===== src/rtl/buck_gate_seq.sv =====
module buck_gate_seq #(
  parameter int DT_HS = 2,
  parameter int DT_LS = 2,
  parameter int HOLD  = 16,
  parameter int EXIT  = 5,
  parameter int MINON = 35
) (
  input  logic clk,
  input  logic rst_n,
  input  logic vgood,
  input  logic pwm_hi,
  input  logic pwm_mid,
  input  logic mode_hi,
  input  logic mode_mid,
  input  logic lg_below,
  input  logic sw_below,
  input  logic il_pos,
  output logic hs_en,
  output logic ls_en
);

  localparam int M1   = (DT_HS > DT_LS) ? DT_HS : DT_LS;
  localparam int M2   = (EXIT > MINON) ? EXIT : MINON;
  localparam int MAXD = (M1 > M2) ? M1 : M2;
  localparam int CW   = $clog2(MAXD + 1);
  localparam int MW   = $clog2(HOLD + 1);

  typedef enum logic [2:0] {
    S_OFF, S_HWAIT, S_HBLANK, S_HON, S_LWAIT, S_LBLANK, S_LON, S_PARK
  } st_t;

  st_t st, st_n;
  logic [CW-1:0] cnt, cnt_n;
  logic [MW-1:0] midc;

  wire kill    = !vgood || mode_mid;
  wire tri_off = pwm_mid && (midc == MW'(HOLD - 1));
  wire ccm     = mode_hi;
  wire lo_ok   = ccm || il_pos;
  wire expired = (cnt <= CW'(1));

  assign hs_en = (st == S_HON);
  assign ls_en = (st == S_LON);

  always_comb begin
    st_n  = st;
    cnt_n = cnt;
    if (kill || tri_off) begin
      st_n  = S_OFF;
      cnt_n = '0;
    end else if (!pwm_mid) begin
      case (st)
        S_OFF:
          if (pwm_hi) begin st_n = S_HBLANK; cnt_n = CW'(EXIT); end
          else if (lo_ok) begin st_n = S_LBLANK; cnt_n = CW'(EXIT); end
          else st_n = S_PARK;
        S_PARK:
          if (pwm_hi) st_n = S_HWAIT;
          else if (ccm) st_n = S_LWAIT;
        S_HWAIT:
          if (!pwm_hi) st_n = S_LWAIT;
          else if (lg_below) begin st_n = S_HBLANK; cnt_n = CW'(DT_HS); end
        S_HBLANK:
          if (!pwm_hi) st_n = S_LWAIT;
          else if (expired) st_n = S_HON;
          else cnt_n = cnt - CW'(1);
        S_HON:
          if (!pwm_hi) st_n = S_LWAIT;
        S_LWAIT:
          if (pwm_hi) st_n = S_HWAIT;
          else if (sw_below) begin st_n = S_LBLANK; cnt_n = CW'(DT_LS); end
        S_LBLANK:
          if (pwm_hi) st_n = S_HWAIT;
          else if (!expired) cnt_n = cnt - CW'(1);
          else if (lo_ok) begin st_n = S_LON; cnt_n = CW'(MINON - 1); end
          else st_n = S_PARK;
        S_LON:
          if (pwm_hi) st_n = S_HWAIT;
          else if (!ccm && !il_pos && cnt == '0) st_n = S_PARK;
          else if (cnt != '0) cnt_n = cnt - CW'(1);
        default: st_n = S_OFF;
      endcase
    end
  end

  always_ff @(posedge clk or negedge rst_n) begin
    if (!rst_n) begin
      st   <= S_OFF;
      cnt  <= '0;
      midc <= '0;
    end else begin
      st  <= st_n;
      cnt <= cnt_n;
      if (!pwm_mid) midc <= '0;
      else if (midc != MW'(HOLD - 1)) midc <= midc + MW'(1);
    end
  end

  p_no_overlap_r11: assert property (@(posedge clk) disable iff (!rst_n)
    !(hs_en && ls_en));
  p_uv_off_r1: assert property (@(posedge clk) disable iff (!rst_n)
    !vgood |=> (!hs_en && !ls_en));
  p_mode_float_r2: assert property (@(posedge clk) disable iff (!rst_n)
    mode_mid |=> (!hs_en && !ls_en));
  p_hs_after_ls_r4: assert property (@(posedge clk) disable iff (!rst_n)
    $rose(hs_en) |-> $past(!ls_en));
  p_ls_after_hs_r5: assert property (@(posedge clk) disable iff (!rst_n)
    $rose(ls_en) |-> $past(!hs_en));
  p_glitch_hold_r6: assert property (@(posedge clk) disable iff (!rst_n)
    (HOLD > 1 && pwm_mid && midc == '0 && vgood && !mode_mid)
      |=> ($stable(hs_en) && $stable(ls_en)));

endmodule


===== config.mk =====
export PLATFORM = sky130hd
export DESIGN_NAME = buck_gate_seq
export DESIGN_NICKNAME = d
export VERILOG_FILES = /design/src/rtl/buck_gate_seq.sv
export SDC_FILE = /design/constraint.sdc
export NUM_CORES = 1
export LEC_CHECK = 0
export BUFFER_PORTS_ARGS = -buffer_cell sky130_fd_sc_hd__buf_2
export CAP_MARGIN = 10
export CORE_ASPECT_RATIO = 1.4
export CORE_MARGIN = 8
export CORE_UTILIZATION = 58
export DETAILED_ROUTE_END_ITERATION = 10
export PLACE_DENSITY_LB_ADDON = 0.12
export SYNTH_ARGS = -nofsm -noshare
export SYNTH_HDL_FRONTEND = slang
export SYNTH_SLANG_ARGS = --single-unit

===== constraint.sdc =====
create_clock -name clk -period 3.53 [get_ports clk]
set_input_delay 0.1765 -clock clk [delete_from_list [all_inputs] [get_ports clk]]
set_output_delay 0.1765 -clock clk [all_outputs]
set_load 0.02 [all_outputs]

==> reports/metrics.csv, run 1 <==
stage;metric;value;unit
route;drtAntennaViolNets;0;
cells_and_area;drive_above_1_share;22.97;%
clock_network;cts.sinks;14;
clock_network;cts_buffers;3;
cells_and_area;fin_area;1335;um2
sta;slew-limit-headroom;59.18;%
global_route;grt_max_degree;19;
die;rows;20;
logic_synthesis;synth-async-reset-ratio;100.0;%
clock_network;cts-hold-fix-buffers;1;
power_and_ir_drop;p_sw_share;33.80;%
placed_design;place.gp.congestion;0.8439;
power_and_ir_drop;p_switching;149.5;uW
worst_setup_path;cp_common_cell;ha_1;
logic_synthesis;ys_ff_latch;14;
worst_setup_path;cp-end-kind;flip-flop;
logic_synthesis;synth_cells;141;
sta;hold_viol;0;
sta;drv_slew;0;
logic_synthesis;synth_area;1286;um2
global_route;grt_pass1_vias;1153;
worst_setup_path;arrival;2880;ps
worst_setup_path;crit_family;simple AND/OR/NAND/NOR gates;
worst_setup_path;slowest_delay;550;ps
worst_setup_path;ff2ff_setup_slack;840;ps
power_and_ir_drop;pwr_density_cell;331.2;nW/um2
job;drv_cap;0;
clock_network;cts_resized;0;
outcome;status;finished, final reports clean;
clock_network;clk_pin_slew_worst_paths;100;ps
die;coreArea;2127;um2
power_and_ir_drop;irDropWorstVdd;0.1648;mV
power_and_ir_drop;pwr-share-clk;27.3;%
clock_network;cts_tree;built;
clock_network;clock_latency;290;ps
logic_synthesis;synth_nets;155;
die;ios;12;
route;drtPass1Iterations;4;
min_path;hp-class;in2reg;
cells_and_area;nNetsFinal;163;
route;drc;0;
logic_synthesis;avgSynthCellArea;9.122;um2
worst_setup_path;crit_path_start_kind;flip-flop;
global_route;grt_pass1_wl;5057;um
cells_and_area;area_growth;3.794;%
logic_synthesis;ys_types;56;
clock_network;cts_htree_levels;1;
die;fp.dieH;71.72;um
sta;finalCritPeriodShare;76.19;%
worst_setup_path;path_class;reg2reg;
route;drt_iter0_drc;54;
route;via_per_inst;6.694;
route;vias;1138;
clock_network;clockBufferDepth;2;
logic_synthesis;seq_area_frac_synth;27.24;%
placed_design;port_buffers;11;
clock_network;clockRootBuffer;clkbuf_4;
global_route;antenna_found_initial;0;
power_and_ir_drop;pwr-share-comb;29.7;%
placed_design;place_area;1289;um2
worst_setup_path;crit_buf_inv;0;
logic_synthesis;ys.warnings.count;0;
power_and_ir_drop;fin_total_pwr;442.2;uW
sta;setup_viol;0;
die;fp.dieArea;4002;um2
sta;layout_min_cycle_time;2690;ps
worst_setup_path;cp_cell_sequence;ha_1, and3_1, ha_1, and2_4, or2_1, or4_4, and4bb_1, a22o_1;
placed_design;dp_hpwl;2129;um
logic_synthesis;synth_ff_type;dfrtp_1;
cells_and_area;antennaDiodeCount;0;
sta;tns;0;ps
worst_setup_path;cpMaxStageDelayCell;or4_4;
logic_synthesis;synth_edf_count;0;
die;die_w;55.80;um
route;wl;2862;um
sta;clock_skew;9.638;ps
worst_setup_path;cp_max_fo;8;
sta;max_freq;371.8;MHz
global_route;track_usage;14.97;%
die;initial_core_util;60.47;%
power_and_ir_drop;p_leak;0.5541;nW
power_and_ir_drop;p_seq_share;43.0;%
global_route;grt_overflow;0;
sta;rsz0062_at_grt;no;
clock_network;post_cts_buffers;0;
sta;worstMarginPinSlew;612.3;ps
route;post_drt_wl_per_cell;16.84;um
power_and_ir_drop;p_int;292.7;uW
worst_setup_path;worst-endpoint-required;3720;ps
## power by group through the flow
stage / Combinational [mW] / Sequential, mW / Clock [mW]
3_5_place_dp: 0.129 / 0.193 / 0
6_report: 0.131 / 0.190 / 0.121
4_1_cts: 0.130 / 0.190 / 0.122
5_1_grt: 0.145 / 0.193 / 0.131
2_1_floorplan: 0.115 / 0.182 / 0
3_3_place_gp: 0.125 / 0.192 / 0
## cell families (layout without fill, tap and decap cells)
family	count (synthesis)	count (layout)	synth area share (%)
buffers and inverters	13	20	7.392
DFF	14	14	27.24
AOI/OAI and AO/OA	42	42	25.39
muxes	4	4	4.280
and+or+nand+nor	60	60	29.09
adders and majority gates	4	4	3.891
xor gates and xnor gates	4	4	2.723
## cell usage after synthesis (4+ instances only)
cell     instances  area share (%)
dfrtp_1         14              27
nor2_1          12             3.5
a21oi_1          8             3.1
o21ai_0          8             3.1
buf_6            6             5.3
nand2_1          6             1.8
and2_1           4             1.9
ha_1             4             3.9
inv_1            4             1.2
nor2b_1          4             1.9
nor3_1           4             1.6
xnor2_1          4             2.7
## cell usage in the layout, fill, tap and decap left out, drive strengths merged, types with 3 or more instances in the layout
cell type / instances
xnor2: 4
or2: 3
mux2: 3
inv: 4
a22o: 3
nor2b: 4
or3b: 3
nor2: 14
buf: 11
o21ai: 8
ha: 4
nand2: 6
nor3: 4
nand2b: 4
dfrtp: 14
clkbuf: 4
o2111ai: 3
and2: 6
a21oi: 8
## stage by stage
stage               worst slack (ps)  utilization [%]  hold slack, ps  instances
floorplan                      960.0                -          -119.1        141
global placement               946.0            60.59           89.56        165
detailed placement             854.9            60.59           97.96        165
CTS                            834.0            62.76           219.3        170
global route                   735.2            62.76           224.1        170
finish                         840.5            62.76           227.1        170
## per-layer routing
| layer | track usage (%) | vias to the layer above | wire [um] |
|---|---|---|---|
| met3 | 3.534 | 5 | 157 |
| met4 | 6.593 | 0 | 34 |
| met2 | 25.75 | 42 | 1459 |
| met5 | 0 | - | 0 |
| li1 | - | 542 | - |
| met1 | 17.03 | 549 | 1211 |
## sequential cells by signal, summed over array words and instances (netlist names)
name  flops
cnt       6
midc      5
st        3
## final timing paths
path | cells past startpoint | start | to
max | 8 | midc[0]$_DFFE_PN0N_ | st[1]$_DFFE_PN0P_
min | 2 | pwm_mid | midc[1]$_DFFE_PN0N_
max reg2reg | 8 | midc[0]$_DFFE_PN0N_ | st[1]$_DFFE_PN0P_
min reg2reg | 3 | midc[4]$_DFFE_PN0N_ | midc[4]$_DFFE_PN0N_
max in group asynchronous | 2 | rst_n | cnt[2]$_DFFE_PN0P_
min in group asynchronous | 2 | rst_n | st[2]$_DFFE_PN0P_
## worst reg2reg max path, cell delays in order, from the launching register on
cell and delay (ps):
dfrtp_1 420, ha_1 220, and3_1 160, ha_1 270
and2_4 220, or2_1 320, or4_4 550, and4bb_1 230
a22o_1 210
## cell type report
cell class	count	area (um2)
clock buffer	4	36.28
fill	184	792.0
inverter	4	15.01
multi-input combinational	114	840.8
sequential	14	350.3
tap	22	27.53
timing repair buffer	12	65.06
(Power assumes the default switching activity.)
==> inputs of run 2 (changes only) <==
==> constraint.sdc (replaced) <==
create_clock -name clk -period 2.7 [get_ports clk]
set_input_delay 0.135 -clock clk [delete_from_list [all_inputs] [get_ports clk]]
set_output_delay 0.135 -clock clk [all_outputs]
set_load 0.02 [all_outputs]
==> reports/metrics.csv, run 2 (same netlist as run 1, synthesis figures left out) <==
stage;metric;value;unit;change
sta;hold_viol;0;;unchanged
min_path;hp-class;in2reg;;unchanged
clock_network;cts_tree;built;;unchanged
sta;rsz0062_at_grt;no;;unchanged
route;drt_iter0_drc;58;;was 54
die;coreArea;2127;um2;unchanged
sta;setup_viol;0;;unchanged
clock_network;clk_pin_slew_worst_paths;100;ps;about the same
sta;tns;0;ps;unchanged
die;initial_core_util;60.47;%;unchanged
worst_setup_path;worst-endpoint-required;2890;ps;was 3720 ps
sta;clock_skew;14.20;ps;was 9.638 ps
min_path;holdPathEnd;midc[1]$_DFFE_PN0N_;;unchanged
outcome;status;finished, final reports clean;;unchanged
power_and_ir_drop;pwr_density_cell;422.2;nW/um2;was 331.2 nW/um2
worst_setup_path;crit_path_start_kind;flip-flop;;unchanged
cells_and_area;fillers;187;;was 184
worst_setup_path;ff2ff_path_depth;8;;unchanged
global_route;grt_overflow;0;;unchanged
global_route;grt_pass1_wl;5133;um;was 5057 um
worst_setup_path;cpMaxStageDelayCell;or4_4;;unchanged
sta;layout_min_cycle_time;2428;ps;was 2690 ps
clock_network;cts.sinks;14;;unchanged
global_route;track_usage;15.25;%;was 14.97%
sta;slew-limit-headroom;58.23;%;was 59.18%
worst_setup_path;crit_buf_inv;0;;unchanged
power_and_ir_drop;p_leak;0.5887;nW;was 0.5541 nW
min_path;min_path_cells;2;;unchanged
cells_and_area;utilization;65.24;%;was 62.76%
worst_setup_path;ff2ff_setup_slack;270;ps;was 840 ps
global_route;antenna_found_initial;0;;unchanged
placed_design;port_buffers;11;;unchanged
worst_setup_path;cp-end-kind;flip-flop;;unchanged
global_route;grt_max_degree;19;;unchanged
min_path;min-delay-start;pwm_mid;;unchanged
clock_network;clockRootBuffer;clkbuf_4;;unchanged
worst_setup_path;reg2reg_to;st[1]$_DFFE_PN0P_;;unchanged
route;drc;0;;unchanged
cells_and_area;final_cell_mix;14 x dfrtp_1, 12 x nor2_1, 11 x buf_2;;unchanged
sta;max_freq;411.9;MHz;was 371.8 MHz
cells_and_area;reg_top3;cnt x6, midc x5, st x3;;unchanged
cells_and_area;largest_register_ffs;6;;unchanged
die;rows;20;;unchanged
cells_and_area;layout_commonest_cell;dfrtp_1;;unchanged
placed_design;dp_cells;172;;was 165
cells_and_area;nNetsFinal;170;;was 163
cells_and_area;area_growth;7.879;%;was 3.794%
worst_setup_path;reg2reg_from;midc[0]$_DFFE_PN0N_;;unchanged
sta;worstMarginPinSlew;626.6;ps;was 612.3 ps
sta;finalCritPeriodShare;89.92;%;was 76.19%
route;vias;1145;;was 1138
placed_design;place.gp.congestion;0.8794;;was 0.8439
worst_setup_path;cp_common_cell;ha_1;;unchanged
route;drtAntennaViolNets;0;;unchanged
job;drv_cap;0;;unchanged
placed_design;place_area;1341;um2;was 1289 um2
route;post_drt_wl_per_cell;16.72;um;was 16.84 um
clock_network;clock_latency;280;ps;was 290 ps
worst_setup_path;crit_family;simple AND/OR/NAND/NOR gates;;unchanged
cells_and_area;top_register;cnt;;unchanged
placed_design;dp_hpwl;2267;um;was 2129 um
route;via_per_inst;6.469;;was 6.694
worst_setup_path;arrival;2610;ps;was 2880 ps
worst_setup_path;cp_max_fo;3;;was 8
worst_setup_path;path_class;reg2reg;;unchanged
sta;drv_slew;0;;unchanged
power_and_ir_drop;irDropWorstVdd;0.2696;mV;was 0.1648 mV
clock_network;clockBufferDepth;2;;unchanged
worst_setup_path;cp_cell_sequence;ha_1, and3_1, ha_1, and2_4, or2_1, or4_4, and4bb_1, a22o_1;;unchanged
die;fp.dieArea;4002;um2;unchanged
clock_network;cts_resized;0;;unchanged
clock_network;cts_buffers;3;;unchanged
route;drtPass1Iterations;4;;unchanged
cells_and_area;antennaDiodeCount;0;;unchanged
clock_network;cts_htree_levels;1;;unchanged
die;fp.dieH;71.72;um;unchanged
cells_and_area;fin_area;1388;um2;was 1335 um2
die;die_w;55.80;um;unchanged
cells_and_area;drive_above_1_share;26.45;%;was 22.97%
route;wl;2959;um;was 2862 um
cells_and_area;fin_cells;177;;was 170
global_route;grt_pass1_vias;1144;;was 1153
worst_setup_path;slowest_delay;520;ps;was 550 ps
die;ios;12;;unchanged
run 2: cell types whose count changed in the layout (fill, tap and decap cells not counted), sizes merged:
cell | before | now
buf | 11 | 18
run 2: repair_timing:
item                                   4_1_cts  5_1_grt
setup buffers                                0        0
endpoints found under the hold margin       14        0
hold buffers                                 1        0
run 2: worst max path at each step:
stage / from / end / slack [ps] / cells after the start
3_5_place_dp: midc[0]$_DFFE_PN0N_ / st[1]$_DFFE_PN0P_ / 250 / 8
6_report: midc[0]$_DFFE_PN0N_ / st[1]$_DFFE_PN0P_ / 270 / 8
4_1_cts: midc[0]$_DFFE_PN0N_ / st[1]$_DFFE_PN0P_ / 250 / 8
2_1_floorplan: midc[0]$_DFFE_PN0N_ / st[1]$_DFFE_PN0P_ / 130 / 10
5_1_grt: midc[0]$_DFFE_PN0N_ / st[1]$_DFFE_PN0P_ / 130 / 8
3_3_place_gp: midc[0]$_DFFE_PN0N_ / st[1]$_DFFE_PN0P_ / 310 / 8
run 2: through the flow:
stage	total power [mW]	setup slack, ps	hold slack (ps)
global placement	0.4230	309.9	56.01
detailed placement	0.4306	245.1	62.00
floorplan	0.3874	130.0	-160.6
CTS	0.5852	248.0	185.2
global route	0.6182	125.2	181.5
finish	0.5858	272.2	191.0
run 2: layer usage:
metal	routed length [um]	vias up	GRT usage (%)
met3	89	8	2.297
li1	-	559	-
met1	1232	557	16.79
met4	74	0	7.692
met5	0	-	0
met2	1562	21	27.38
run 2: final cells by class:
class | count | area (um2) | share of cell area [%]
Multi-Input combinational cell | 114 | 840.8 | 60.60
Sequential cell | 14 | 350.3 | 25.25
Timing Repair Buffer | 19 | 117.6 | 8.476
Clock buffer | 4 | 36.28 | 2.615
Tap cell | 22 | 27.53 | 1.984
Inverter | 4 | 15.01 | 1.082
run 2: power breakdown:
part / switching [mW] / leakage (nW) / total, mW / internal (mW)
combinational: 0.100 / 0.378 / 0.186 / 0.0860
sequential: 0.0220 / 0.190 / 0.244 / 0.222
clock: 0.0736 / 0.0210 / 0.156 / 0.0819
total: 0.196 / 0.589 / 0.586 / 0.390
run 2: worst reg2reg max path: cells and delay by family, from the launching register on:
family	cells	cell delay [ps]
adder cells (fa/ha/maj)	2	420
flip-flops	1	420
AND/OR/NAND/NOR	5	1310
AO/OA/AOI/OAI	1	200
==> inputs of run 3 (changes only) <==
--- a/config.mk
+++ b/config.mk
@@ -5,6 +5,7 @@
 export SDC_FILE = /design/constraint.sdc
 export NUM_CORES = 1
 export LEC_CHECK = 0
+export ABC_AREA = 1
 export BUFFER_PORTS_ARGS = -buffer_cell sky130_fd_sc_hd__buf_2
 export CAP_MARGIN = 10
 export CORE_ASPECT_RATIO = 1.4
==> reports/metrics.csv, run 3 <==
stage;metric;value;unit;change
outcome;status;finished, final reports clean;;unchanged
clock_network;cts_htree_levels;1;;unchanged
die;die_w;55.72;um;was 55.80 um
cells_and_area;final_cell_mix;82 x nand2_1, 33 x inv_1, 25 x nor2_1;;was 14 x dfrtp_1, 12 x nor2_1, 11 x buf_2
logic_synthesis;synth_edf_count;0;;unchanged
clock_network;cts_tree;built;;unchanged
route;drtAntennaViolNets;0;;unchanged
global_route;grt_pass1_wl;5589;um;was 5133 um
power_and_ir_drop;p_switching;208.6;uW;was 196.0 uW
logic_synthesis;synth_nets;234;;was 155
route;via_per_inst;5.482;;was 6.469
cells_and_area;drive_above_1_share;11.16;%;was 26.45%
logic_synthesis;ys_ff_latch;14;;unchanged
cells_and_area;layout_commonest_cell;nand2_1;;was dfrtp_1
die;initial_core_util;60.24;%;was 60.47%
logic_synthesis;synth_cells;220;;was 141
cells_and_area;utilization;65.29;%;was 65.24%
worst_setup_path;crit_path_start_kind;flip-flop;;unchanged
worst_setup_path;path_class;reg2reg;;unchanged
die;coreArea;2127;um2;unchanged
clock_network;clockRootBuffer;clkbuf_4;;unchanged
power_and_ir_drop;p_sw_share;36.31;%;was 33.46%
worst_setup_path;arrival;2280;ps;was 2610 ps
die;ios;12;;unchanged
worst_setup_path;worst-endpoint-required;2880;ps;was 2890 ps
logic_synthesis;ys_types;21;;was 56
sta;tns;0;ps;unchanged
sta;finalCritPeriodShare;77.53;%;was 89.92%
min_path;hp-class;in2reg;;unchanged
route;drc;0;;unchanged
route;post_drt_wl_per_cell;12.70;um;was 16.72 um
sta;hold_viol;0;;unchanged
logic_synthesis;yosys.area.top_type;dfrtp_1;;unchanged
power_and_ir_drop;p_leak;0.8526;nW;was 0.5887 nW
global_route;track_usage;16.88;%;was 15.25%
logic_synthesis;seq_area_frac_synth;27.34;%;was 27.24%
job;drv_cap;0;;unchanged
worst_setup_path;cp-end-kind;flip-flop;;unchanged
route;drt_iter0_drc;60;;was 58
global_route;antenna_found_initial;0;;unchanged
global_route;grt_overflow;0;;unchanged
cells_and_area;multi_input_area;778.2;um2;was 840.8 um2
logic_synthesis;synth_ff_type;dfrtp_1;;unchanged
sta;layout_min_cycle_time;2093;ps;was 2428 ps
sta;slew-limit-headroom;73.81;%;was 58.23%
power_and_ir_drop;p_int;365.9;uW;was 389.8 uW
logic_synthesis;avgSynthCellArea;5.824;um2;was 9.122 um2
logic_synthesis;yosys.area.top_type_share;27.34;%;was 27.24%
clock_network;clk_pin_slew_worst_paths;90;ps;was 100 ps
logic_synthesis;yosysMostFrequentCell;nand2_1;;was dfrtp_1
placed_design;dp_hpwl;2546;um;was 2267 um
route;drtPass1Iterations;4;;unchanged
power_and_ir_drop;p_seq_share;42.0;%;was 41.6%
die;rows;20;;unchanged
placed_design;port_buffers;11;;unchanged
sta;drv_slew;0;;unchanged
cells_and_area;area_growth;8.398;%;was 7.879%
logic_synthesis;synth_area;1281;um2;was 1286 um2
die;fp.dieH;71.61;um;was 71.72 um
sta;rsz0062_at_grt;no;;unchanged
power_and_ir_drop;pwr-share-clk;26.2;%;was 26.5%
placed_design;place.gp.congestion;0.9154;;was 0.8794
logic_synthesis;ys.warnings.count;0;;unchanged
logic_synthesis;yosys-top-cells-count;82 x nand2_1, 33 x inv_1, 25 x nor2_1;;was 14 x dfrtp_1, 12 x nor2_1, 8 x a21oi_1, 8 x o21ai_0
sta;worstMarginPinSlew;392.5;ps;was 626.6 ps
route;wl;3238;um;was 2959 um
cells_and_area;nNetsFinal;248;;was 170
die;fp.dieArea;3990;um2;was 4002 um2
sta;clock_skew;5.679;ps;was 14.20 ps
cells_and_area;reg_top3;cnt x6, midc x5, st x3;;unchanged
global_route;grt_pass1_vias;1365;;was 1144
power_and_ir_drop;pwr_density_cell;413.7;nW/um2;was 422.2 nW/um2
cells_and_area;antennaDiodeCount;0;;unchanged
cells_and_area;fillers;219;;was 187
sta;setup_viol;0;;unchanged
clock_network;clock_latency;280;ps;about the same
cells_and_area;register_area;350.3;um2;unchanged
route;vias;1398;;was 1145
power_and_ir_drop;irDropWorstVdd;0.3725;mV;was 0.2696 mV
sta;max_freq;477.7;MHz;was 411.9 MHz
logic_synthesis;synth-async-reset-ratio;100.0;%;unchanged
clock_network;post_cts_buffers;0;;unchanged
cells_and_area;top_register;cnt;;unchanged
global_route;grt_max_degree;15;;was 19
clock_network;clockBufferDepth;2;;unchanged
worst_setup_path;cp_max_fo;11;;was 3
clock_network;cts.sinks;14;;unchanged
cells_and_area;largest_register_ffs;6;;unchanged
clock_network;cts_buffers;3;;unchanged
logic_synthesis;synthTopCellsByArea;dfrtp_1 27%, nand2_1 24%, inv_1 9.7%;;was dfrtp_1 27%, buf_6 5.3%, ha_1 3.9%
power_and_ir_drop;pwr-share-comb;31.7;%;was 31.8%
==> run 3: cell count changes after synthesis, moves of 5 or more <==
cell / before / now
nand2_1: 6 / 82
nand3_1: 2 / 23
inv_1: 4 / 33
buf_6: 6 / 1
nor2_1: 12 / 25
==> run 3: critical path, stage by stage, from the launching register on <==
cell and delay (ps):
dfrtp_1 420, ha_1 220, nand2_1 70, nor2_1 40
ha_1 210, nand2_2 120, inv_2 60, nor2_2 320
nand3_1 120, nand2_1 110, inv_1 40, nand2_1 90
nor2_4 60, nand2_1 70, nand2_1 50
==> run 3: final timing paths <==
check | from | endpoint | slack (ps) | cells after the start
worst max-delay path | midc[0]$_DFFE_PN0N_ | cnt[0]$_DFFE_PN0P_ | 610 | 14
worst min-delay path | pwm_mid | midc[3]$_DFFE_PN0N_ | 150 | 3
worst max register to register | midc[0]$_DFFE_PN0N_ | cnt[0]$_DFFE_PN0P_ | 610 | 14
worst min register to register | midc[3]$_DFFE_PN0N_ | midc[3]$_DFFE_PN0N_ | 490 | 1
max in group asynchronous | rst_n | midc[2]$_DFFE_PN0N_ | 2130 | 2
min in group asynchronous | rst_n | cnt[1]$_DFFE_PN0P_ | 290 | 2
==> run 3: metrics by stage <==
stage	worst slack (ps)	power [mW]	hold slack [ps]	std cells	instance area [um2]
global route	405.2	0.6168	149.2	255	1389
global placement	738.5	0.4189	55.12	250	1343
floorplan	926.1	0.3762	-160.6	220	1281
finish	606.7	0.5745	151.1	255	1389
detailed placement	640.5	0.4237	57.77	250	1343
CTS	606.0	0.5794	145.9	255	1389
==> run 3: logic make-up (layout without fill, tap and decap cells) <==
family	after synthesis	count (layout)	synth area share, %
simple gates	145	145	48.73
buf+inv	38	51	11.91
compound gates	18	18	7.422
flops	14	14	27.34
fa+ha+maj	4	4	3.906
xor+xnor	1	1	0.6837
==> run 3: repair_timing <==
action,CTS,global route
hold buffers,1,0
hold endpoints to repair,14,0
resized for setup,0,0
==> run 3: layer usage <==
layer	GRT usage [%]	part of all wire, %
met5	0	0
met4	6.319	2.7
met3	4.240	4.3
met2	33.25	54
met1	15.98	39
==> run 3: power groups by stage <==
stage | clock network, mW | logic [mW] | registers [mW]
2_1_floorplan | 0 | 0.139 | 0.237
3_3_place_gp | 0 | 0.174 | 0.245
3_5_place_dp | 0 | 0.178 | 0.246
4_1_cts | 0.157 | 0.180 | 0.242
5_1_grt | 0.163 | 0.209 | 0.245
6_report | 0.151 | 0.182 | 0.242
==> run 3: area by class of cell <==
type                            count  area share, %
Inverter                           35          9.459
Tap cell                           22          1.982
Sequential cell                    14          25.23
Timing Repair Buffer               12          4.685
Multi-Input combinational cell    168          56.04
Clock buffer                        4          2.613
